<file path="src/rtl/gtimer_pkg.sv">
`timescale 1ns/1ps
package gtimer_pkg;
    // word addresses of the register map
    localparam int unsigned REG_CNT_BASE = 0;   // counter words, low first
    localparam int unsigned REG_CTRL     = 2;
    localparam int unsigned REG_STAT     = 3;
    localparam int unsigned REG_CMP_BASE = 4;   // compare words, low first
    localparam int unsigned REG_STEP     = 6;

    // control bit positions
    localparam int unsigned CB_RUN  = 0;
    localparam int unsigned CB_CMP  = 1;
    localparam int unsigned CB_IRQ  = 2;
    localparam int unsigned CB_AUTO = 3;
    localparam int unsigned CB_PSC  = 8;
endpackage

</file>
<file path="src/rtl/gtimer_prescale.sv">
`timescale 1ns/1ps
module gtimer_prescale #(
    parameter int unsigned PSC_W = 8
) (
    input  logic             clk,
    input  logic             rst_n,
    input  logic             run,
    input  logic [PSC_W-1:0] psc,
    output logic             tick
);
    typedef struct packed {
        logic [PSC_W-1:0] pre;
    } pre_st_t;

    pre_st_t st_d, st_q;

    always_comb begin
        st_d = st_q;
        tick = run && (st_q.pre >= psc);
        if (!run) begin
            st_d.pre = '0;
        end else if (tick) begin
            st_d.pre = '0;
        end else begin
            st_d.pre = st_q.pre + PSC_W'(1);
        end
    end

    always_ff @(posedge clk or negedge rst_n) begin
        if (!rst_n) st_q <= '0;
        else        st_q <= st_d;
    end
endmodule

</file>
<file path="src/rtl/gtimer_count.sv">
`timescale 1ns/1ps
module gtimer_count #(
    parameter int unsigned CNT_W = 64,
    parameter int unsigned BUS_W = 32,
    localparam int unsigned NW   = CNT_W / BUS_W
) (
    input  logic             clk,
    input  logic             rst_n,
    input  logic             tick,
    input  logic [NW-1:0]    ld,
    input  logic [BUS_W-1:0] wdata,
    output logic [CNT_W-1:0] cnt
);
    typedef struct packed {
        logic [CNT_W-1:0] cnt;
    } cnt_st_t;

    cnt_st_t st_d, st_q;

    always_comb begin
        st_d = st_q;
        if (tick) begin
            // one adder over the full width: a carry reaches every word at once
            st_d.cnt = st_q.cnt + CNT_W'(1);
        end else begin
            for (int w = 0; w < NW; w++) begin
                if (ld[w]) st_d.cnt[w*BUS_W +: BUS_W] = wdata;
            end
        end
    end

    always_ff @(posedge clk or negedge rst_n) begin
        if (!rst_n) st_q <= '0;
        else        st_q <= st_d;
    end

    assign cnt = st_q.cnt;
endmodule

</file>
<file path="src/rtl/gtimer_cmp.sv">
`timescale 1ns/1ps
module gtimer_cmp #(
    parameter int unsigned CNT_W = 64,
    parameter int unsigned BUS_W = 32,
    localparam int unsigned NW   = CNT_W / BUS_W
) (
    input  logic             clk,
    input  logic             rst_n,
    input  logic [CNT_W-1:0] cnt,
    input  logic             cmp_en,
    input  logic             auto_en,
    input  logic [NW-1:0]    wr_cmp,
    input  logic             wr_step,
    input  logic             clr_req,
    input  logic [BUS_W-1:0] wdata,
    output logic [CNT_W-1:0] cmp_val,
    output logic [BUS_W-1:0] step_val,
    output logic             flag,
    output logic             match
);
    typedef struct packed {
        logic [CNT_W-1:0] cmp;
        logic [BUS_W-1:0] step;
        logic             flag;
    } cmp_st_t;

    cmp_st_t st_d, st_q;

    always_comb begin
        st_d  = st_q;
        match = cmp_en && (cnt >= st_q.cmp);
        // periodic re-arm: one step per matching cycle
        if (auto_en && match) begin
            st_d.cmp = st_q.cmp + CNT_W'(st_q.step);
        end
        // a software write to a compare word takes that word over
        for (int w = 0; w < NW; w++) begin
            if (wr_cmp[w]) st_d.cmp[w*BUS_W +: BUS_W] = wdata;
        end
        if (wr_step) st_d.step = wdata;
        // a fresh match wins over a clear in the same cycle
        if (match)        st_d.flag = 1'b1;
        else if (clr_req) st_d.flag = 1'b0;
    end

    always_ff @(posedge clk or negedge rst_n) begin
        if (!rst_n) st_q <= '0;
        else        st_q <= st_d;
    end

    assign cmp_val  = st_q.cmp;
    assign step_val = st_q.step;
    assign flag     = st_q.flag;
endmodule

</file>
<file path="src/rtl/gtimer_top.sv">
`timescale 1ns/1ps
module gtimer_top
    import gtimer_pkg::*;
#(
    parameter int unsigned CNT_W  = 64,
    parameter int unsigned BUS_W  = 32,
    parameter int unsigned ADDR_W = 3,
    parameter int unsigned PSC_W  = 8
) (
    input  logic              clk,
    input  logic              rst_n,
    input  logic [ADDR_W-1:0] bus_addr,
    input  logic              bus_we,
    input  logic [BUS_W-1:0]  bus_wdata,
    output logic [BUS_W-1:0]  bus_rdata,
    output logic              irq
);
    localparam int unsigned NW = CNT_W / BUS_W;

    typedef struct packed {
        logic [PSC_W-1:0] psc;
        logic             auto_en;
        logic             irq_en;
        logic             cmp_en;
        logic             run;
    } ctrl_t;

    ctrl_t ctrl_d, ctrl_q;

    logic             tick;
    logic [NW-1:0]    ld_cnt;
    logic [NW-1:0]    wr_cmp;
    logic             wr_step;
    logic             clr_req;
    logic [CNT_W-1:0] cnt_val;
    logic [CNT_W-1:0] cmp_val;
    logic [BUS_W-1:0] step_val;
    logic             flag;
    logic             match;
    logic             run_en;
    logic             irq_en;
    logic             auto_en;
    logic             cmp_en;

    assign run_en  = ctrl_q.run;
    assign irq_en  = ctrl_q.irq_en;
    assign auto_en = ctrl_q.auto_en;
    assign cmp_en  = ctrl_q.cmp_en;

    // write decode
    always_comb begin
        for (int w = 0; w < NW; w++) begin
            ld_cnt[w] = bus_we && !ctrl_q.run &&
                        (bus_addr == ADDR_W'(REG_CNT_BASE + w));
            wr_cmp[w] = bus_we && (bus_addr == ADDR_W'(REG_CMP_BASE + w));
        end
        wr_step = bus_we && (bus_addr == ADDR_W'(REG_STEP));
        clr_req = bus_we && (bus_addr == ADDR_W'(REG_STAT)) && bus_wdata[0];
    end

    // control register
    always_comb begin
        ctrl_d = ctrl_q;
        if (bus_we && (bus_addr == ADDR_W'(REG_CTRL))) begin
            ctrl_d.run     = bus_wdata[CB_RUN];
            ctrl_d.cmp_en  = bus_wdata[CB_CMP];
            ctrl_d.irq_en  = bus_wdata[CB_IRQ];
            ctrl_d.auto_en = bus_wdata[CB_AUTO];
            ctrl_d.psc     = bus_wdata[CB_PSC +: PSC_W];
        end
    end

    always_ff @(posedge clk or negedge rst_n) begin
        if (!rst_n) ctrl_q <= '0;
        else        ctrl_q <= ctrl_d;
    end

    gtimer_prescale #(.PSC_W(PSC_W)) u_pre (
        .clk  (clk),
        .rst_n(rst_n),
        .run  (ctrl_q.run),
        .psc  (ctrl_q.psc),
        .tick (tick)
    );

    gtimer_count #(.CNT_W(CNT_W), .BUS_W(BUS_W)) u_cnt (
        .clk  (clk),
        .rst_n(rst_n),
        .tick (tick),
        .ld   (ld_cnt),
        .wdata(bus_wdata),
        .cnt  (cnt_val)
    );

    gtimer_cmp #(.CNT_W(CNT_W), .BUS_W(BUS_W)) u_cmp (
        .clk     (clk),
        .rst_n   (rst_n),
        .cnt     (cnt_val),
        .cmp_en  (ctrl_q.cmp_en),
        .auto_en (ctrl_q.auto_en),
        .wr_cmp  (wr_cmp),
        .wr_step (wr_step),
        .clr_req (clr_req),
        .wdata   (bus_wdata),
        .cmp_val (cmp_val),
        .step_val(step_val),
        .flag    (flag),
        .match   (match)
    );

    // read mux
    always_comb begin
        bus_rdata = '0;
        for (int w = 0; w < NW; w++) begin
            if (bus_addr == ADDR_W'(REG_CNT_BASE + w)) bus_rdata = cnt_val[w*BUS_W +: BUS_W];
            if (bus_addr == ADDR_W'(REG_CMP_BASE + w)) bus_rdata = cmp_val[w*BUS_W +: BUS_W];
        end
        if (bus_addr == ADDR_W'(REG_CTRL)) begin
            bus_rdata[CB_RUN]          = ctrl_q.run;
            bus_rdata[CB_CMP]          = ctrl_q.cmp_en;
            bus_rdata[CB_IRQ]          = ctrl_q.irq_en;
            bus_rdata[CB_AUTO]         = ctrl_q.auto_en;
            bus_rdata[CB_PSC +: PSC_W] = ctrl_q.psc;
        end
        if (bus_addr == ADDR_W'(REG_STAT)) bus_rdata = BUS_W'(flag);
        if (bus_addr == ADDR_W'(REG_STEP)) bus_rdata = step_val;
    end

    assign irq = flag && ctrl_q.irq_en;
endmodule

</file>
<file path="config.mk">
export PLATFORM = sky130hd
export DESIGN_NAME = gtimer_top
export DESIGN_NICKNAME = d
export VERILOG_FILES = /design/src/rtl/gtimer_pkg.sv /design/src/rtl/gtimer_prescale.sv /design/src/rtl/gtimer_count.sv /design/src/rtl/gtimer_cmp.sv /design/src/rtl/gtimer_top.sv
export SDC_FILE = /design/constraint.sdc
export NUM_CORES = 1
export LEC_CHECK = 0
export BUFFER_PORTS_ARGS = -buffer_cell sky130_fd_sc_hd__buf_2
export CORE_ASPECT_RATIO = 0.75
export CORE_MARGIN = 1
export CORE_UTILIZATION = 45
export CTS_CLUSTER_SIZE = 25
export DETAILED_ROUTE_END_ITERATION = 6
export PLACE_DENSITY_LB_ADDON = 0.08
export SETUP_SLACK_MARGIN = 0.4
export SYNTH_ARGS = -nofsm -noshare
export SYNTH_HDL_FRONTEND = slang
export SYNTH_SLANG_ARGS = --single-unit
</file>
<file path="constraint.sdc">
create_clock -name clk -period 2.88 [get_ports clk]
set_input_delay 0.288 -clock clk [delete_from_list [all_inputs] [get_ports clk]]
set_output_delay 0.288 -clock clk [all_outputs]
set_load 0.005 [all_outputs]
</file>
==> impl_metrics.toml, run 1 <==
[status]
outcome = "finished, violations left"
violations = "negative setup slack"

[logic_synthesis]
ys_types = 71
ys_ff_latch = 181
syn_nets = 1832
synth_edf_count = 0
syn-cell-area_mm2 = 0.0139
avgSynthCellArea_um2 = 8.26
ys_warn_count = 0
synth_cells = 1687
seq_area_frac_synth = 0.325
synthArstFlopShare = 1.00
synthFlopType = "dfrtp_1"

[power_and_ir_drop]
p_seq_frac = 0.228
power.switching_uw = 8020
p_int_uw = 9780
clkPwrFrac = 0.146
power.density_mw_per_mm2 = 907
leakage_uw = 0.00867
combPwrFrac = 0.626
switching_share = 0.451
ir_worst_vdd_v = 0.000416

[cells_and_area]
layout.area.seq_mm2 = 0.00453
layout_common_cells = "261 x buf_4, 218 x nand2_1, 177 x dfrtp_1"
fillCellCount = 2510
finalNonFillerCells = 2438
layout_commonest_cell = "buf_4"
syn2layout_area_growth_pct = 40.8
nets = 2172
diodes = 0
multiInputGateArea_mm2 = 0.0102
drive_gt1_frac = 0.365

[worst_setup_path]
worstSetupStartpointType = "flop"
slowest_delay_ns = 0.41
worstPathCellList = "inv_1 -> ha_1 -> nand4_1 -> nor4_4 -> nand3_1 -> o211ai_1 -> nand3_2 -> a211oi_4 -> buf_12 -> o2111ai_4 -> xnor2_1 -> o21ai_1"
worst_ep_required_time_ns = 3.23
critPathKind = "flop to flop"
cpLargestDelayFamily = "simple AND/OR/NAND/NOR gates"
critPathCaptureType = "flop"
crit_buf_inv = 2
path_max_fanout = 5
arrival_ns = 3.35
critPathSlowestCell = "nor4_4"

[grt]
grt_max_degree = 89
grt_pass1_vias = 13700
track_usage = 0.375
grt.overflow.total = 0
grt_pass1_wl_mm = 87.0
grt_antenna_before_repair = 0

[die]
coreArea_mm2 = 0.0303
core.rowCount = 55
start_util = 0.460
die_h_um = 154
die-area_mm2 = 0.0317
die_w_um = 205
pin_count = 71

[route]
dr.pass1.iters = 6
antenna_left = 0
drc = 0
vias = 15100
drt_iter0_markers = 1742
wire_per_inst_um = 24.9
vias_per_cell = 6.21
postRouteWirelength_mm = 60.6

[sta]
timing.final.crit_share = 1.04
relSlewSlack = 0.398
rsz0062_at_grt = "yes"
finClkSkew_ns = 0.0136
worst_slew_pin_slew_ns = 0.903
holdWs_ns = 0.141
maxSlewViolCount = 0
setup_ws_ns = -0.128
timing.fmax_mhz = 332
hold_violations = 0
min_period_ns = 3.01
setup_viol = 50

[clock_network]
htreeDepth = 4
cts_buffers = 17
cts_tree = "built"
clockBufferDepth = 2
cts_num_sinks = 181
clkTransAtPathRegs_ns = 0.08
clk_latency_ns = 0.47
root_buffer = "clkbuf_16"

[placed_design]
dpl.cell_count = 2320
dp_hpwl_mm = 43.2
numPortBuffers = 70
gp_congestion = 0.976

[flow_run]
drv_cap = 0

[worst_hold_path]
hp-class = "primary input to flop"
## final cells by class
| type | count | area share |
|---|---|---|
| multi-input combinational | 1322 | 0.522 |
| clock inverter | 10 | 0.00727 |
| clock buffer | 21 | 0.0245 |
| sequential | 181 | 0.231 |
| tap | 399 | 0.0254 |
| inverter | 110 | 0.0210 |
| timing repair buffer | 395 | 0.169 |
## flip-flops by register name, summed over array words and instances, names as in the netlist
| register | flops |
|---|---|
| ctrl_q | 8 |
| u_cmp.flag | 1 |
| u_pre.st_q | 8 |
| run_en | 1 |
| irq_en | 1 |
| cmp_en | 1 |
| u_cnt.cnt | 64 |
| u_cmp.cmp_val | 64 |
| u_cmp.step_val | 32 |
| auto_en | 1 |
## per-layer routing
metal,global-route usage,wire [um]
met5,0,0
met4,0.0991,1790
met3,0.107,7730
met2,0.490,23800
met1,0.588,27300
## what timing repair did
item,4_1_cts,5_1_grt
gates resized for setup,140,265
pin swaps,52,122
hold buffers,1,0
setup buffers,41,34
cloned,6,5
endpoints found under the setup margin,127,129
endpoints found under the hold margin,85,0
## synth_stat cells, drive strengths merged (6+ instances only)
library cell | n | area share
a211oi | 17 | 0.0095
a21o | 20 | 0.011
a21oi | 119 | 0.043
a221o | 7 | 0.0050
a22oi | 15 | 0.0081
a31oi | 17 | 0.0076
and2 | 15 | 0.0067
and3 | 32 | 0.014
and4 | 11 | 0.0069
buf | 21 | 0.0066
clkbuf | 54 | 0.015
dfrtp | 181 | 0.33
ha | 106 | 0.095
inv | 110 | 0.030
mux2 | 48 | 0.039
mux2i | 8 | 0.0057
mux4 | 20 | 0.032
nand2 | 238 | 0.064
nand2b | 16 | 0.0072
nand3 | 70 | 0.026
nand4 | 37 | 0.018
nor2 | 129 | 0.035
nor2b | 6 | 0.0027
nor3 | 18 | 0.0065
nor4 | 12 | 0.0063
o211ai | 28 | 0.015
o21a | 15 | 0.0081
o21ai | 168 | 0.060
o21bai | 9 | 0.0048
o22ai | 10 | 0.0045
o311ai | 8 | 0.0050
o31a | 8 | 0.0050
xnor2 | 39 | 0.025
xor2 | 20 | 0.013
## worst min-delay path: cells and delay by family
family	cells	cell delay, ns
AND/OR/NAND/NOR	1	0.07
buffers and inverters	1	0.16
AO/OA/AOI/OAI	1	0.05
## power groups by stage
stage,logic [uW],registers [uW],clock network [uW]
after CTS,9790,3990,2610
final,11100,4060,2600
after detailed placement,8760,4020,0
after floorplan,5030,3940,0
after global routing,11900,4130,2710
after global placement,8710,3990,0
## worst paths after layout
| path | start | endpoint | slack, ns | depth (start not counted) |
|---|---|---|---|---|
| worst min register to register | u_cmp.step_val[25]$_DFFE_PN0P_ | u_cmp.step_val[25]$_DFFE_PN0P_ | 0.54 | 1 |
| worst max register to register | u_cmp.cmp_val[61]$_DFFE_PN0P_ | u_cmp.cmp_val[56]$_DFFE_PN0P_ | -0.13 | 12 |
| worst max-delay path | u_cmp.cmp_val[61]$_DFFE_PN0P_ | u_cmp.cmp_val[56]$_DFFE_PN0P_ | -0.13 | 12 |
| max in group asynchronous | rst_n | u_cnt.cnt[51]$_DFFE_PN0P_ | 1.67 | 3 |
| min in group asynchronous | rst_n | u_cmp.cmp_val[63]$_DFFE_PN0P_ | 0.42 | 2 |
| worst min-delay path | bus_wdata[31] | u_cmp.cmp_val[31]$_DFFE_PN0P_ | 0.14 | 3 |
## through the flow
step	total power, uW	utilization	setup TNS [ns]	worst slack [ns]	cell area, um2
2_1_floorplan	8980	-	0	0.282	14200
3_3_place_gp	12700	0.547	-1.14	-0.176	16600
3_5_place_dp	12800	0.547	-2.99	-0.333	16600
4_1_cts	16400	0.604	-0.297	-0.0585	18300
5_1_grt	18800	0.648	-8.36	-0.244	19600
6_report	17800	0.648	-2.63	-0.128	19600
## logic make-up after synthesis
logic type,share of synthesized area
AOI/OAI and AO/OA,0.209
adders and majority gates,0.0966
muxes,0.0769
xor gates and xnor gates,0.0371
DFF,0.325
buffers and inverters,0.0509
and+or+nand+nor,0.205
No activity file was read; power rests on OpenSTA's default activity.
==> run 2, diff against run 1 <==
clock period = 3.1 ns   (was 2.88 ns; I/O delays follow)
==> run 2 against run 1 <==
The flow now finishes without violations. Design area decreased by 4.4%. Die area stayed put. Cell count is 2.5% lower. Count of clock-buffer cells in the layout decreased by 1. Via count down 1.5%. Clock power fell by 5%. Hold slack better by 0.019 ns. Highest routed layer is now met5.
==> impl_metrics.toml, run 2 (same netlist as run 1, synthesis figures left out) <==
[status]
outcome = "completed"

[sta]
rsz0062_at_grt = "yes"
finClkSkew_ns = 0.0143
hold_violations = 0
maxSlewViolCount = 0
holdWs_ns = 0.160
setup_viol = 0
timing.fmax_mhz = 332
setup_ws_ns = 0.0906
finalSetupTns_ns = 0
min_period_ns = 3.01
relSlewSlack = 0.372
worst_slew_pin_slew_ns = 0.939
timing.final.crit_share = 0.971

[cells_and_area]
drive_gt1_frac = 0.335
diodes = 0
final_core_util = 0.620
nets = 2109
layout_commonest_cell = "buf_4"
layout_common_cells = "229 x buf_4, 228 x nand2_1, 170 x dfrtp_1"
syn2layout_area_growth_pct = 34.7
finalNonFillerCells = 2376

[worst_setup_path]
worst_ep_required_time_ns = 3.45
worstPathCellList = "inv_1 -> ha_1 -> and4_4 -> a221oi_2 -> buf_4 -> o2111ai_4 -> o21ai_1 -> buf_4 -> nand2_8 -> buf_12 -> buf_12 -> buf_4 -> and4b_1 -> xnor2_1 -> a21oi_1"
slowest_delay_ns = 0.40
cpLargestDelayFamily = "buffers and inverters"
critPathCaptureType = "flop"
crit_buf_inv = 6
critPathSlowestCell = "dfrtp_1"
arrival_ns = 3.36
crit_top_cell = "buf_4"
critPathKind = "flop to flop"
path_max_fanout = 4
worstSetupStartpointType = "flop"

[route]
dr.pass1.iters = 6
wire_per_inst_um = 25.1
vias_per_cell = 6.28
drc = 0
postRouteWirelength_mm = 59.6
vias = 14900
drt_iter0_markers = 1684
antenna_left = 0

[grt]
use_met3 = 0.117
grt_antenna_before_repair = 1
grt_pass1_vias = 13500
grt.overflow.total = 0
grt_pass1_wl_mm = 85.9
met1_usage = 0.569
track_usage = 0.368
grt_use_met2 = 0.491
busiest_layer = "met1"
grt_max_degree = 122

[clock_network]
cts_buffers = 17
clk_latency_ns = 0.46
cts_tree = "built"
root_buffer = "clkbuf_16"
htreeDepth = 4
clkTransAtPathRegs_ns = 0.08
clockBufferDepth = 2
cts_num_sinks = 181

[die]
pin_count = 71
die_w_um = 205
start_util = 0.460
coreArea_mm2 = 0.0303
die_h_um = 154
core.rowCount = 55
die-area_mm2 = 0.0317

[power_and_ir_drop]
power.density_mw_per_mm2 = 877
leakage_uw = 0.00814
ir_worst_vdd_v = 0.000366

[placed_design]
dpl.cell_count = 2262
dpl_worst_slack_ns = -0.248
gp_congestion = 0.965
numPortBuffers = 70
dp_hpwl_mm = 42.3

[flow_run]
drv_cap = 0

[worst_hold_path]
hp-class = "primary input to flop"
run 2: area by class of cell:
type | count | area [um2]
clock buffer | 20 | 467
clock inverter | 12 | 175
fill | 2607 | 11500
inverter | 110 | 413
multi-input combinational | 1321 | 9970
sequential | 181 | 4540
tap | 399 | 499
timing repair buffer | 333 | 2700
run 2: final timing paths:
| kind | start | to | slack [ns] | cells after the start |
|---|---|---|---|---|
| max | u_cmp.cmp_val[23]$_DFFE_PN0P_ | u_cmp.cmp_val[58]$_DFFE_PN0P_ | 0.09 | 15 |
| min | bus_wdata[4] | u_cmp.cmp_val[36]$_DFFE_PN0P_ | 0.16 | 3 |
| max reg2reg | u_cmp.cmp_val[23]$_DFFE_PN0P_ | u_cmp.cmp_val[58]$_DFFE_PN0P_ | 0.09 | 15 |
| min reg2reg | u_pre.st_q[0]$_DFF_PN0_ | u_pre.st_q[0]$_DFF_PN0_ | 0.52 | 1 |
| max in group asynchronous | rst_n | u_cmp.cmp_val[5]$_DFFE_PN0P_ | 1.70 | 3 |
| min in group asynchronous | rst_n | u_cmp.cmp_val[57]$_DFFE_PN0P_ | 0.30 | 2 |
run 2: layer usage:
metal  up-vias  wire length (um)
met5         -                17
met4         2              1140
met3        85              8190
met2       868             24000
met1      7285             26200
li1       6685                 -
run 2: where the power goes:
group | switching, uW | leakage (uW) | total, uW | internal (uW)
combinational | 5660 | 0.00568 | 10200 | 4510
sequential | 738 | 0.00216 | 3820 | 3080
clock | 1060 | 0.000308 | 2470 | 1420
run 2: what timing repair did:
action / in CTS / in global routing
setup buffers: 33 / 40
endpoints found under the hold margin: 29 / 0
pin swaps: 49 / 60
cloned: 6 / 2
hold buffers: 1 / 0
setup endpoints to repair: 93 / 97
resized for setup: 165 / 169
run 2: tightest hold or removal path, delay by kind of cell:
kind	cells	cell delay (ns)
buffers and inverters	1	0.14
and+or+nand+nor	1	0.06
AOI/OAI and AO/OA	1	0.07
run 2: through the flow:
| stage | instance area, um2 | total power, uW |
|---|---|---|
| 6_report | 18800 | 16500 |
| 5_1_grt | 18800 | 17300 |
| 4_1_cts | 17700 | 14900 |
| 3_5_place_dp | 16000 | 11300 |
| 3_3_place_gp | 16000 | 11200 |
| 2_1_floorplan | 14000 | 8160 |
